### src/rtl/bringup_pkg.sv
package bringup_pkg;

  localparam int ADDR_W = 5;
  localparam int DATA_W = 16;
  localparam int NSTEP  = 12;
  localparam int IDX_W  = $clog2(NSTEP + 1);

  localparam logic [ADDR_W-1:0] REG_RATE   = 5'd1;
  localparam logic [ADDR_W-1:0] REG_MODE   = 5'd3;
  localparam logic [ADDR_W-1:0] REG_RESET  = 5'd4;
  localparam logic [ADDR_W-1:0] REG_STAT   = 5'd5;
  localparam logic [ADDR_W-1:0] REG_CDR    = 5'd8;
  localparam logic [ADDR_W-1:0] REG_ERRCNT = 5'd14;
  localparam logic [ADDR_W-1:0] REG_RXEN   = 5'd20;

  typedef enum logic [2:0] {OP_WR, OP_RMW, OP_POLL, OP_WAIT, OP_RD, OP_END} op_e;

  typedef enum logic [1:0] {ST_IDLE, ST_ISSUE, ST_RWAIT, ST_NEXT} seq_state_e;

  // clr: bits forced low, set: bits forced high (or poll mask / write word)
  typedef struct packed {
    op_e               op;
    logic [ADDR_W-1:0] addr;
    logic [DATA_W-1:0] clr;
    logic [DATA_W-1:0] set;
  } step_t;

  function automatic logic [DATA_W-1:0] rmw_merge(input logic [DATA_W-1:0] old,
                                                  input logic [DATA_W-1:0] clr,
                                                  input logic [DATA_W-1:0] set);
    return (old & ~clr) | set;
  endfunction

  function automatic logic [DATA_W-1:0] align_word(input logic [1:0] mode);
    case (mode)
      2'd1:    return 16'h018C;
      2'd2:    return 16'h018F;
      default: return 16'h01CC;
    endcase
  endfunction

  function automatic step_t mk(input op_e op, input logic [ADDR_W-1:0] a,
                               input logic [DATA_W-1:0] c, input logic [DATA_W-1:0] s);
    step_t t;
    t.op = op; t.addr = a; t.clr = c; t.set = s;
    return t;
  endfunction

  function automatic step_t step_at(input logic [IDX_W-1:0] idx, input logic [1:0] mode);
    case (idx)
      4'd0:    return mk(OP_WR,   REG_RATE,   16'h0000, 16'h01FD);
      4'd1:    return mk(OP_RMW,  REG_CDR,    16'h0F00, 16'h0400);
      4'd2:    return (mode == 2'd0) ? mk(OP_RMW, REG_MODE, 16'h0000, 16'h004F)
                                     : mk(OP_WR,  REG_MODE, 16'h0000, align_word(mode));
      4'd3:    return mk(OP_POLL, REG_STAT,   16'h0000, 16'h0001);
      4'd4:    return mk(OP_RMW,  REG_RXEN,   16'h0004, 16'h0000);
      4'd5:    return mk(OP_RMW,  REG_RXEN,   16'h0000, 16'h0004);
      4'd6:    return mk(OP_WAIT, REG_STAT,   16'h0000, 16'h2000);
      4'd7:    return mk(OP_RMW,  REG_CDR,    16'h0300, 16'h0100);
      4'd8:    return mk(OP_POLL, REG_STAT,   16'h0000, 16'h2000);
      4'd9:    return mk(OP_RMW,  REG_RESET,  16'h0000, 16'h0008);
      4'd10:   return mk(OP_RD,   REG_STAT,   16'h0000, 16'h0000);
      4'd11:   return mk(OP_RD,   REG_ERRCNT, 16'h0000, 16'h0000);
      default: return mk(OP_END,  '0,         16'h0000, 16'h0000);
    endcase
  endfunction

endpackage

### src/rtl/bringup_cnt.sv
module bringup_cnt #(
  parameter int LIMIT = 64
) (
  input  logic clk,
  input  logic rst_n,
  input  logic clr,
  input  logic inc,
  output logic at_limit,
  output logic near
);
  localparam int W = $clog2(LIMIT + 1);
  logic [W-1:0] cnt;

  assign at_limit = (cnt == W'(LIMIT));
  assign near     = (cnt == W'(LIMIT - 1));

  always_ff @(posedge clk) begin
    if (!rst_n || clr) cnt <= '0;
    else if (inc && !at_limit) cnt <= cnt + 1'b1;
  end

  // counter saturates instead of wrapping (poll limit / timeout, R5 R7)
  assert_cnt_saturate_R5: assert property (@(posedge clk) disable iff (!rst_n)
    (at_limit && !clr) |=> at_limit);
endmodule

### src/rtl/bringup_busport.sv
module bringup_busport import bringup_pkg::*; (
  input  logic              clk,
  input  logic              rst_n,
  input  logic              req_rd,
  input  logic              req_wr,
  input  logic [ADDR_W-1:0] req_addr,
  input  logic [DATA_W-1:0] req_wdata,
  input  logic              bus_rvalid,
  output logic [ADDR_W-1:0] bus_addr,
  output logic [DATA_W-1:0] bus_wdata,
  output logic              bus_rd,
  output logic              bus_wr,
  output logic              outstanding
);
  always_ff @(posedge clk) begin
    if (!rst_n) begin
      bus_addr <= '0; bus_wdata <= '0; bus_rd <= 1'b0; bus_wr <= 1'b0; outstanding <= 1'b0;
    end else begin
      bus_rd <= req_rd;
      bus_wr <= req_wr;
      if (req_rd || req_wr) bus_addr <= req_addr;
      if (req_wr) bus_wdata <= req_wdata;
      if (req_rd) outstanding <= 1'b1;
      else if (bus_rvalid) outstanding <= 1'b0;
    end
  end

  assert_one_strobe_R10: assert property (@(posedge clk) disable iff (!rst_n)
    !(bus_rd && bus_wr));
  assert_no_overlap_R10: assert property (@(posedge clk) disable iff (!rst_n)
    (outstanding && !bus_rvalid) |-> !(req_rd || req_wr));
  assert_rvalid_expected_R10: assert property (@(posedge clk) disable iff (!rst_n)
    bus_rvalid |-> outstanding);
  assert_strobe_pulse_R10: assert property (@(posedge clk) disable iff (!rst_n)
    bus_rd |=> !bus_rd);
endmodule

### src/rtl/bringup_seq.sv
module bringup_seq import bringup_pkg::*; #(
  parameter int POLL_MAX   = 64,
  parameter int UI_TIMEOUT = 25_000_000
) (
  input  logic              clk,
  input  logic              rst_n,
  input  logic              start,
  input  logic [1:0]        align_mode,
  output logic [ADDR_W-1:0] bus_addr,
  output logic [DATA_W-1:0] bus_wdata,
  output logic              bus_wr,
  output logic              bus_rd,
  input  logic [DATA_W-1:0] bus_rdata,
  input  logic              bus_rvalid,
  output logic              busy,
  output logic              done,
  output logic              err
);
  seq_state_e        state, nxt;
  logic [IDX_W-1:0]  idx;
  logic [1:0]        align_q;
  step_t             cur;
  logic              req_rd, req_wr;
  logic [DATA_W-1:0] req_wdata;
  logic              set_done, set_err;
  logic              outstanding;

  // named events for the assertions
  logic poll_hit, rsp, poll_last, ui_expired, ui_unused, poll_unused;
  logic cnt_clr, poll_miss, in_wait;

  assign cur       = step_at(idx, align_q);
  assign poll_hit  = |(bus_rdata & cur.set);
  assign rsp       = (state == ST_RWAIT) && bus_rvalid;
  assign cnt_clr   = (state == ST_NEXT) || (state == ST_IDLE);
  assign poll_miss = rsp && (cur.op == OP_POLL || cur.op == OP_WAIT) && !poll_hit;
  assign in_wait   = (state != ST_IDLE) && (cur.op == OP_WAIT);
  assign busy      = (state != ST_IDLE);

  bringup_cnt #(.LIMIT(POLL_MAX)) u_poll (
    .clk(clk), .rst_n(rst_n), .clr(cnt_clr), .inc(poll_miss),
    .at_limit(poll_unused), .near(poll_last));

  bringup_cnt #(.LIMIT(UI_TIMEOUT)) u_ui (
    .clk(clk), .rst_n(rst_n), .clr(cnt_clr), .inc(in_wait),
    .at_limit(ui_expired), .near(ui_unused));

  bringup_busport u_bus (
    .clk(clk), .rst_n(rst_n), .req_rd(req_rd), .req_wr(req_wr),
    .req_addr(cur.addr), .req_wdata(req_wdata), .bus_rvalid(bus_rvalid),
    .bus_addr(bus_addr), .bus_wdata(bus_wdata), .bus_rd(bus_rd), .bus_wr(bus_wr),
    .outstanding(outstanding));

  always_comb begin
    nxt = state; req_rd = 1'b0; req_wr = 1'b0; req_wdata = cur.set;
    set_done = 1'b0; set_err = 1'b0;
    case (state)
      ST_IDLE: if (start) nxt = ST_ISSUE;
      ST_ISSUE: begin
        case (cur.op)
          OP_WR:   begin req_wr = 1'b1; nxt = ST_NEXT; end
          OP_END:  begin set_done = 1'b1; nxt = ST_IDLE; end
          default: begin req_rd = 1'b1; nxt = ST_RWAIT; end
        endcase
      end
      ST_RWAIT: if (bus_rvalid) begin
        case (cur.op)
          OP_RMW: begin
            req_wr = 1'b1;
            req_wdata = rmw_merge(bus_rdata, cur.clr, cur.set);
            nxt = ST_NEXT;
          end
          OP_POLL: begin
            if (poll_hit)       nxt = ST_NEXT;
            else if (poll_last) begin set_err = 1'b1; nxt = ST_IDLE; end
            else                nxt = ST_ISSUE;
          end
          OP_WAIT: nxt = (poll_hit || ui_expired) ? ST_NEXT : ST_ISSUE;
          default: nxt = ST_NEXT;
        endcase
      end
      ST_NEXT: nxt = ST_ISSUE;
      default: nxt = ST_IDLE;
    endcase
  end

  always_ff @(posedge clk) begin
    if (!rst_n) begin
      state <= ST_IDLE; idx <= '0; align_q <= 2'd0; done <= 1'b0; err <= 1'b0;
    end else begin
      state <= nxt;
      if (state == ST_IDLE && start) begin
        idx <= '0; align_q <= align_mode; done <= 1'b0; err <= 1'b0;
      end
      if (state == ST_NEXT) idx <= idx + 1'b1;
      if (set_done) done <= 1'b1;
      if (set_err)  err  <= 1'b1;
    end
  end

  assert_done_err_excl_R9: assert property (@(posedge clk) disable iff (!rst_n)
    !(done && err));
  assert_done_after_clear_R9: assert property (@(posedge clk) disable iff (!rst_n)
    $rose(done) |-> (bus_addr == REG_ERRCNT));
  assert_err_from_poll_R5: assert property (@(posedge clk) disable iff (!rst_n)
    $rose(err) |-> $past(cur.op == OP_POLL));
  assert_quiet_idle_R5: assert property (@(posedge clk) disable iff (!rst_n)
    !busy |-> !(bus_rd || bus_wr));
  assert_start_ignored_R11: assert property (@(posedge clk) disable iff (!rst_n)
    (busy && state != ST_NEXT) |=> $stable(idx));
endmodule

### config.mk
export PLATFORM = sky130hd
export DESIGN_NAME = bringup_seq
export DESIGN_NICKNAME = d
export VERILOG_FILES = /design/src/rtl/bringup_pkg.sv /design/src/rtl/bringup_cnt.sv /design/src/rtl/bringup_busport.sv /design/src/rtl/bringup_seq.sv
export SDC_FILE = /design/constraint.sdc
export NUM_CORES = 1
export LEC_CHECK = 0
export BUFFER_PORTS_ARGS = -buffer_cell sky130_fd_sc_hd__buf_2
export CAP_MARGIN = 0
export CORE_AREA = 4 4 79 95
export CTS_BUF_LIST = sky130_fd_sc_hd__clkbuf_4
export DETAILED_ROUTE_END_ITERATION = 7
export DIE_AREA = 0 0 83 99
export GPL_TIMING_DRIVEN = 1
export PLACE_DENSITY = 0.8
export SKIP_LAST_GASP = 1
export SLEW_MARGIN = 20
export SYNTH_ARGS = -nofsm -noshare
export SYNTH_HDL_FRONTEND = slang
export SYNTH_SLANG_ARGS = --single-unit
### constraint.sdc
create_clock -name clk -period 7.8 [get_ports clk]
set_input_delay 0.78 -clock clk [delete_from_list [all_inputs] [get_ports clk]]
set_output_delay 0.78 -clock clk [all_outputs]
set_load 0.05 [all_outputs]
Word-level counts from Yosys, hierarchy flattened. Index checks and enable logic that the tools add are counted.

Bits in latches: 0. Memories kept: 0. RAM bits: 0. Bits in registers: 65. Input bits: 22. Bits in read-only memories: 0.

Shift-type cells: 0. Muxes and demuxes: 32. Bitwise logic cells: 4. $mul: 0. Divide/modulo/power cells: 0. Reductions and logical operators: 27. $add $sub $neg: 3. Eq/ne operators: 25. Order comparisons: 0.

Operator list (number): one-hot mux 40 bit (12 select lines) (1); 2-to-1 mux 16 bit (3); 2-to-1 mux 38 bit (1); AND 16 bit (2); adder 25 x 1 -> 25 bit (second input constant) (1); == test 25 bit (second input constant) (1); == test 4 x 3 -> 1 bit (second input constant) (4); == test 4 bit (second input constant) (4); 2-to-1 mux 1 bit (16); inverter 16 bit (1); bitwise OR 16 bit (1); OR reduction 16 bit (1); one-hot mux 7 bit (2 select lines) (1); == test 4 x 2 -> 1 bit (second input constant) (2); 2-to-1 mux 2 bit (4); 2-to-1 mux 4 bit (2); one-hot mux 2 bit (2 select lines) (2); one-hot mux 2 bit (4 select lines) (1); nonzero test 2 bit (4); adder 7 x 1 -> 7 bit (second input constant) (1); == test 7 x 6 -> 1 bit (second input constant) (1); == test 7 bit (second input constant) (1); logical AND 1 bit (7); == test 2 bit (second input constant) (3); other kinds (15) (26).

Longest topological paths before layout. Gate-level depths: netlist of the first run.

Depth in word-level cells: 11. Depth in mapped cells: 12. Mapped depth without buffers: 8.

Cells and area by module. From an unflattened synthesis of the first run, not the netlist that was laid out.

Cell total of the unflattened synthesis: 464. Area, all modules: 3968.8 µm².

Modules (own cells, without submodules): bringup_seq (area an instance 1395.1 µm², cells an instance 186, times used 1, sequential area each 200.2 µm²); bringup_cnt (u_ui) (area an instance 1290.0 µm², cells an instance 154, times used 1, sequential area each 500.5 µm²); bringup_busport (area an instance 919.6 µm², cells an instance 82, times used 1, sequential area each 480.5 µm²); bringup_cnt (u_poll) (area an instance 364.1 µm², cells an instance 42, times used 1, sequential area each 140.1 µm²).

Least setup slack after synthesis of the first run. OpenSTA, ideal clock, no wires.

Path kind: register to register. Start: register idx[0]. End: register u_poll.cnt[3]. Setup time: 0.071 ns. Arrival: 2.572 ns. Setup slack: 5.158 ns. Cell stages (with the launch flop): 11. Buffers on the path: 2. Data required time: 7.729 ns. Path through: dfxtp_1 inv_1 ha_1 buf_6 nor3_1 a211oi_1 a221o_1 or4_1 buf_2 or4_1 a21oi_1.

Word-level cells in the longest chain between the ends: 7. Elaborated cells on any way between the ends: 22.

Ends and longest elaborated chain: start, declared (RTL line bringup_seq.sv:20) `logic [IDX_W-1:0] idx;`; start signal, assigned (RTL line bringup_seq.sv:95) `if (state == ST_NEXT) idx <= idx + 1'b1;`; == test 4 bit (tied with other cells) (RTL line bringup_pkg.sv:50) `case (idx)`; one-hot mux 40 bit (12 select lines) * (RTL line bringup_pkg.sv:50); AND 16 bit or == test 3 x 2 -> 1 bit (tied branches) (RTL line bringup_seq.sv:33, bringup_seq.sv:36); OR reduction 16 bit or logical OR 1 bit (tied branches) (RTL line bringup_seq.sv:33, bringup_seq.sv:36); zero test 1 bit or logical AND 1 bit (tied branches) (RTL line bringup_seq.sv:36) `assign poll_miss = rsp && (cur.op == OP_POLL || cur.op == OP_WAIT) && !poll_hit;`; logical AND 1 bit * (RTL line bringup_seq.sv:36); logical AND 1 bit * (RTL line bringup_cnt.sv:19) `else if (inc && !at_limit) cnt <= cnt + 1'b1;`; end signal, assigned (RTL line bringup_cnt.sv:19); end, declared (RTL line bringup_cnt.sv:12) `logic [W-1:0] cnt;`.

Every way passes the cells marked *; elsewhere a longest branch is shown, timed or not. A chain may end at the register's enable or synchronous reset.

Final worst setup path of the first run.
Start: register idx[1]. End: register u_bus.bus_addr[2].

Word-level cells in the longest chain between the ends: 7. Elaborated cells on any way between the ends: 24.

Ends and longest elaborated chain: == test 4 bit (tied with other cells) (RTL line bringup_pkg.sv:50); one-hot mux 40 bit (12 select lines) * (RTL line bringup_pkg.sv:50); == test 3 x 1 -> 1 bit (tied with other cells) (RTL line bringup_seq.sv:67) `case (cur.op)`; 2-to-1 mux 1 bit or OR reduction 2 bit (tied branches); 2-to-1 mux 1 bit, on equally long branches (RTL line bringup_seq.sv:66, bringup_seq.sv:60); one-hot mux 1 bit (2 select lines) or 2-to-1 mux 1 bit (tied branches) (RTL line bringup_seq.sv:57) `case (state)`; logical OR 1 bit (RTL line bringup_busport.sv:21) `if (req_rd || req_wr) bus_addr <= req_addr;`; end signal, assigned (RTL line bringup_busport.sv:21); end, declared (RTL line bringup_busport.sv:9) `output logic [ADDR_W-1:0] bus_addr,`.

Marks and branches as above.

==> qor.yml, run 1 <==
worst_hold_path_type: "reg -> reg"
area_growth_syn_to_layout_pct: 11.11
synth_enable_flop_cells: 0
globalRoute.totalOverflow: 0
synth_seq_cells: 65
global_route.usage.total: 0.2184
die_h_um: 99
min_period_over_period: 0.4091
synth_area_leader_cell: "dfxtp_1"
final.setup_skew_ps: 11.67
crit_start: "idx[1]$_SDFFE_PN0P_"
startpoint_type: "register"
post_cts_hold_buffer_count: 0
fmax_ghz: 0.3134
drive_gt1_frac: 0.1527
diodes: 0
yosysSeqAreaShare: 0.3667
io-pin-count: 48
avgRoutedWirePerCell_um: 15.34
post-layout-total-power_uw: 977.4
synthesis.instances: 439
finalCriticalPeriod_ps: 3191
vias_per_cell: 5.996
initial_utilization: 0.5471
buffer_levels_on_the_longest_clock_path: 2
fin_setup_tns_ps: 0
worstPathRequired_ps: 8120
detail-route-antenna-nets: 0
setup.worst_path.class: "reg -> reg"
yosysMostFrequentCell: "dfxtp_1"
critical_path_arrival_ps: 3510
post-route-drc-count: 0
final_wirelength_mm: 8.638
die_width_um: 83
async_reset_ff_frac: 0
synth-warning-count: 0
drt_first_iter_violations: 214
timing.critical_path.slowest_stage_cell: "and3_1"
floorplan.rows: 32
max_cap_violations: 0
insertion_delay_ps: 430
dr_vias: 3376
most_frequent_cells_after_synthesis: "dfxtp_1, nand2_1, nor2_1"
irDropWorstVdd_mv: 0.1668
cts_made_buffers: 9
globalRouteMet3Util: 0.04682
crit_path_cells: "inv_1 -> ha_1 -> nor3_1 -> nor3_2 -> a21o_1 -> and3_1 -> nor2_1 -> o311a_1"
core_region_area_sq_um: 6486
numPortBuffers: 47
grt_pass1_wl_mm: 15.00
fin_nets: 509
post_synth_num_cell_types: 58
grt-busiest-layer: "met2"
antenna_violations_before_repair: 0
finalHoldViolations: 0
gr-usage-met1: 0.2501
synthFlopType: "dfxtp_1"
path_max_fanout: 21
power_density_nw_per_um2: 247.9
maximum_number_of_pins_on_one_net_before_global_route_repair: 40
dp_hpwl_mm: 6.274
timing.critical_path.to_type: "register"
root_buffer: "clkbuf_4"
r2r_start: "idx[1]$_SDFFE_PN0P_"
tritoncts: "built"
post_synth_main_area_contributors: "dfxtp_1, ha_1, a21oi_1"
die-area_sq_um: 8217
clock_transition_at_the_register_clock_pins_on_the_worst_setup_and_hold_paths_after_cts_ps: 110
post_cts_resized: 0
max_slew.worst_pin.slew_ps: 1012
mappedNetlistNets: 475
unrepaired_setup_endpoints_after_global_routing: "no"
htree_num_levels: 3
setup_viol_count_final: 0
post_cts.repair.setup_buffers: 0
synth_largest_type_area_fraction: 0.3667
p_leak_nw: 1.551
final_max_slew_viol_count: 0
avgSynthCellArea_sq_um: 8.083
worst_slew_margin_rel: 0.3234
worst_path_largest_cell_delay_ps: 550
finalWeightedCongestion: 0.8779
run_status: "completed"
global_route.usage.met2: 0.3907
hold_path_startpoint: "u_bus.bus_wdata[12]$_SDFFE_PN0P_"
synth.cell_area_sq_um: 3548
drt_first_pass_iters: 4
first_global_vias: 3333
numClockSinks: 65
cells by family (layout without fill, tap and decap cells):
| group | Yosys count | after routing | synth area share |
|---|---|---|---|
| adders and majority gates | 14 | 14 | 0.04937 |
| muxes | 5 | 5 | 0.01410 |
| and+or+nand+nor | 182 | 182 | 0.2719 |
| xor gates and xnor gates | 15 | 15 | 0.03703 |
| AOI/OAI and AO/OA | 112 | 112 | 0.2066 |
| buffers and inverters | 46 | 85 | 0.05430 |
| DFF | 65 | 65 | 0.3667 |
layer usage:
metal	share of wire	vias up
met3	0.049	18
met4	0.024	0
met5	0	-
li1	-	1663
met1	0.42	1605
met2	0.51	90
sequential cells by signal, summed over array words and instances, names as in the netlist:
signal / cells
idx: 4
u_bus.bus_addr: 5
u_poll.cnt: 7
u_bus.bus_wr: 1
u_ui.cnt: 25
align_q: 2
err: 1
u_bus.bus_rd: 1
u_bus.bus_wdata: 16
state: 2
done: 1
cell usage in the layout (no fill, tap or decap), drive strengths merged, types with 14 or more instances in the layout:
cell and instances:
ha 14, nand2 39, nor2 33, nand3 30
dfxtp 65, a21oi 33, inv 22, buf 47
o21ai 27, nand4 14
layout make-up:
cell class | instances | area (sq um)
fillers | 587 | 2544
repair buffers | 47 | 235.2
clock inverters | 7 | 95.09
clock buffers | 9 | 67.56
flip-flops and latches | 65 | 1301
multi-input cells | 328 | 2054
inverters | 22 | 82.58
well taps | 85 | 106.4
path summary, 6_finish.rpt:
path / slack [ps] / end / depth (start not counted)
min reg2reg: 460 / u_bus.bus_wdata[12]$_SDFFE_PN0P_ / 2
min: 460 / u_bus.bus_wdata[12]$_SDFFE_PN0P_ / 2
max: 4610 / u_bus.bus_addr[2]$_SDFFE_PN0P_ / 8
max reg2reg: 4610 / u_bus.bus_addr[2]$_SDFFE_PN0P_ / 8
critical path: cells and delay by family, from the launching register on:
| family | cells | cell delay [ps] |
|---|---|---|
| simple gates | 4 | 1430 |
| fa+ha+maj | 1 | 530 |
| buf+inv | 1 | 120 |
| flops | 1 | 370 |
| compound gates | 2 | 630 |
through the flow:
step / worst slack (ps) / hold WS (ps) / area [sq um] / std cells / util
after global routing: 4259 / 493.7 / 3943 / 563 / 0.6078
after floorplan: 5158 / 443.5 / 3548 / 439 / -
after CTS: 4619 / 469.3 / 3943 / 563 / 0.6078
final: 4609 / 462.6 / 3943 / 563 / 0.6078
after detailed placement: 4646 / 453.4 / 3780 / 547 / 0.5828
after global placement: 4770 / 451.0 / 3780 / 547 / 0.5828
report_power, final:
group	switching [mW]	total (mW)	internal, mW
sequential	0.0173	0.382	0.365
clock	0.134	0.264	0.130
combinational	0.247	0.332	0.0851
Power figures use the tool's default switching activity.
==> run 2: changes to the inputs <==
Settings changed: ABC_AREA from default to 1, CORE_AREA 4 4 79 95 to 4 4 82 99, DIE_AREA 0 0 83 99 to 0 0 86 103.
Clock period 7.8 ns to 2.94 ns, I/O delays scaled along.
==> run 2 against run 1 <==
Effect of this change: die area rose by 7.8%; core utilization fell by 1.1 points; final cell count grew 27%; combinational power increased by 41%; clock-buffer cell count stayed put; clock power grew to 2.7 times the previous value; worst setup slack worse by 4200 ps; routed wire length rose by 15%; sequential share of layout area fell by 2.7 points; hold slack worse by 380 ps; clock skew increased by 13 ps.
==> qor.yml, run 2 <==
async_reset_ff_frac: 0  # unchanged
dp_hpwl_mm: 7.448  # was 6.274 mm
path_delay_family: "simple AND/OR/NAND/NOR gates"  # unchanged
drt_first_pass_iters: 5  # was 4
fillerInstances: 674  # was 587
global_route.usage.total: 0.2347  # was 0.2184
post_cts_resized: 0  # unchanged
fin_nets: 654  # was 509
post-layout-total-power_mw: 2.120  # was 977.4 uW
synth.cell_area_sq_um: 3871  # was 3548 sq um
avgSynthCellArea_sq_um: 6.768  # was 8.083 sq um
drive_gt1_frac: 0.1637  # was 0.1527
post_synth_num_cell_types: 37  # was 58
final_cell_mix: "nand2_1, dfxtp_1, nor2_1"  # was dfxtp_1, buf_2, nand2_1
final.setup_skew_ps: 24.51  # was 11.67 ps
crit_path_cells: "inv_1 -> ha_1 -> o21ai_0 -> nand2_1 -> nor2_2 -> nand2_4 -> inv_2 -> nor2_4 -> nand2_4 -> clkinv_1 -> a21oi_1 -> nand2_1 -> nand2_1 -> nor2_1"  # was inv_1 -> ha_1 -> nor3_1 -> nor3_2 -> a21o_1 -> and3_1 -> nor2_1 -> o311a_1
worst_slack_ps: 398.9  # was 4609 ps
largest_register_ffs: 25  # unchanged
post_cts_hold_buffer_count: 0  # unchanged
post-route-drc-count: 0  # unchanged
cts_made_buffers: 9  # unchanged
numPortBuffers: 47  # unchanged
critical_path_arrival_ps: 2890  # was 3510 ps
maximum_number_of_pins_on_one_net_before_global_route_repair: 23  # was 40
globalRoute.totalOverflow: 0  # unchanged
grt_pass1_wl_mm: 16.57  # was 15.00 mm
first_global_vias: 3798  # was 3,333
synth_largest_type_area_fraction: 0.3361  # was 0.3667
initial_utilization: 0.5385  # was 0.5471
die_h_um: 103  # was 99 um
synthesis.instances: 572  # was 439
yosysSeqAreaShare: 0.3361  # was 0.3667
dr_vias: 3963  # was 3,376
drt_first_iter_violations: 232  # was 214
diodes: 0  # unchanged
worst_hold_path_type: "in -> reg"  # was reg -> reg
htree_num_levels: 3  # unchanged
die_width_um: 86  # was 83 um
worst_path_largest_cell_delay_ps: 410  # was 550 ps
seqCellArea_sq_um: 1301  # unchanged
synth_seq_cells: 65  # unchanged
unrepaired_setup_endpoints_after_global_routing: "no"  # unchanged
die-area_sq_um: 8858  # was 8217 sq um
max_cap_violations: 0  # unchanged
numClockSinks: 65  # unchanged
fmax_ghz: 0.3935  # was 0.3134 GHz
setup.worst_path.class: "reg -> reg"  # unchanged
timing.critical_path.slowest_stage_cell: "dfxtp_1"  # was and3_1
most_frequent_cells_after_synthesis: "nand2_1, dfxtp_1, nor2_1"  # was dfxtp_1, nand2_1, nor2_1
max_slew.worst_pin.slew_ps: 644.8  # was 1012 ps
run_status: "completed"  # unchanged
antenna_violations_before_repair: 0  # unchanged
finalWeightedCongestion: 0.9934  # was 0.8779
post_synth_main_area_contributors: "dfxtp_1, nand2_1, a21oi_1"  # was dfxtp_1, ha_1, a21oi_1
core_region_area_sq_um: 7189  # was 6486 sq um
synthFlopType: "dfxtp_1"  # unchanged
min_period_over_period: 0.8643  # was 0.4091
largest_registers: "u_ui.cnt x25, u_bus.bus_wdata x16, u_poll.cnt x7"  # unchanged
irDropWorstVdd_mv: 0.3736  # was 0.1668 mV
fin_setup_tns_ps: 0  # unchanged
synth_enable_flop_cells: 0  # unchanged
avgRoutedWirePerCell_um: 13.99  # was 15.34 um
area_growth_syn_to_layout_pct: 10.92  # was 11.11%
io-pin-count: 48  # unchanged
setup_viol_count_final: 0  # unchanged
final_max_slew_viol_count: 0  # unchanged
finalHoldViolations: 0  # unchanged
worstPathRequired_ps: 3280  # was 8120 ps
tritoncts: "built"  # unchanged
cp.buffers_inverters: 3  # was 1
final_wirelength_mm: 9.976  # was 8.638 mm
placement.setup.worst_slack_ps: 498.8  # was 4646 ps
timing.critical_path.to_type: "register"  # unchanged
synth-warning-count: 0  # unchanged
synth_area_leader_cell: "dfxtp_1"  # unchanged
floorplan.rows: 34  # was 32
largest-register: "u_ui.cnt"  # unchanged
buffer_levels_on_the_longest_clock_path: 2  # unchanged
vias_per_cell: 5.558  # was 5.996
post_cts.repair.setup_buffers: 0  # unchanged
root_buffer: "clkbuf_4"  # unchanged
worst_slew_margin_rel: 0.5662  # was 0.3234
clock_transition_at_the_register_clock_pins_on_the_worst_setup_and_hold_paths_after_cts_ps: 130  # was 110 ps
path_max_fanout: 9  # was 21
power_density_nw_per_um2: 493.7  # was 247.9 nW/um^2
detail-route-antenna-nets: 0  # unchanged
yosysMostFrequentCell: "nand2_1"  # was dfxtp_1
leading_cell_type_in_the_layout_fill_and_taps_excluded: "nand2_1"  # was dfxtp_1
critical-path-top-cell-by-count: "nand2_1"
mappedNetlistNets: 608  # was 475
insertion_delay_ps: 440  # was 430 ps
p_leak_nw: 1.765  # was 1.551 nW
finalCriticalPeriod_ps: 2541  # was 3191 ps
startpoint_type: "register"  # unchanged
multi_input_comb_area_sq_um: 2232  # was 2054 sq um
-- run 2: changes by cell type in the layout (fill, tap and decap cells not counted), moves of 7 or more --
cell / change
inv_1: +31
and3_1: -8
o21ai_0: -9
or3_1: -10
nor3_1: +12
a21boi_0: -9
nand2b_1: -7
nor2_1: +21
nand2_1: +113
nand2_2: +10
nor2_2: +7
nand3_1: +10
a21oi_1: +10
-- run 2: layer usage --
| layer | track usage | routed length [um] |
|---|---|---|
| met1 | 0.2484 | 3825 |
| met2 | 0.4285 | 5090 |
| met3 | 0.04237 | 676 |
| met4 | 0.1462 | 383 |
| met5 | 0 | 0 |
-- run 2: final timing paths --
check                                          from                          endpoint  slack (ps)  depth (start not counted)
worst max-delay path            idx[1]$_SDFFE_PN0P_   u_bus.bus_wdata[7]$_SDFFE_PN0P_         400                         14
worst min-delay path                  bus_rdata[12]  u_bus.bus_wdata[12]$_SDFFE_PN0P_          80                          3
worst max register to register  idx[1]$_SDFFE_PN0P_   u_bus.bus_wdata[7]$_SDFFE_PN0P_         400                         14
worst min register to register     err$_SDFFE_PN0P_                  err$_SDFFE_PN0P_         470                          2
-- run 2: area by class of cell --
cell class              instances  share of cell area
inverters                      62             0.05536
repair buffers                 49             0.05828
clock buffers                   9             0.01573
clock inverters                 7             0.02156
multi-input cells             431              0.5198
flip-flops and latches         65              0.3030
well taps                      90             0.02622
-- run 2: where the power goes --
part	internal (mW)	switching, mW
registers	0.924	0.0236
logic	0.115	0.352
clock network	0.345	0.360
total	1.38	0.736
-- run 2: through the flow --
stage / util / std cells / instance area [sq um] / hold slack (ps)
6_report: 0.5973 / 713 / 4294 / 80.00
3_5_place_dp: 0.5750 / 697 / 4134 / 456.8
4_1_cts: 0.5973 / 713 / 4294 / 56.99
5_1_grt: 0.5973 / 713 / 4294 / 61.20
3_3_place_gp: 0.5750 / 697 / 4134 / 445.9
2_1_floorplan: - / 572 / 3871 / 416.9
-- run 2: cells by family after synthesis --
family	after synthesis	synth area share
simple gates	315	0.3668
xor+xnor	22	0.04978
flops	65	0.3361
compound gates	80	0.1147
buf+inv	76	0.08726
fa+ha+maj	14	0.04525
-- run 2: worst reg2reg max path: cells and delay by family (launching register included) --
family	cells	cell delay [ps]
flops	1	410
simple gates	8	710
compound gates	2	590
fa+ha+maj	1	280
buf+inv	3	470
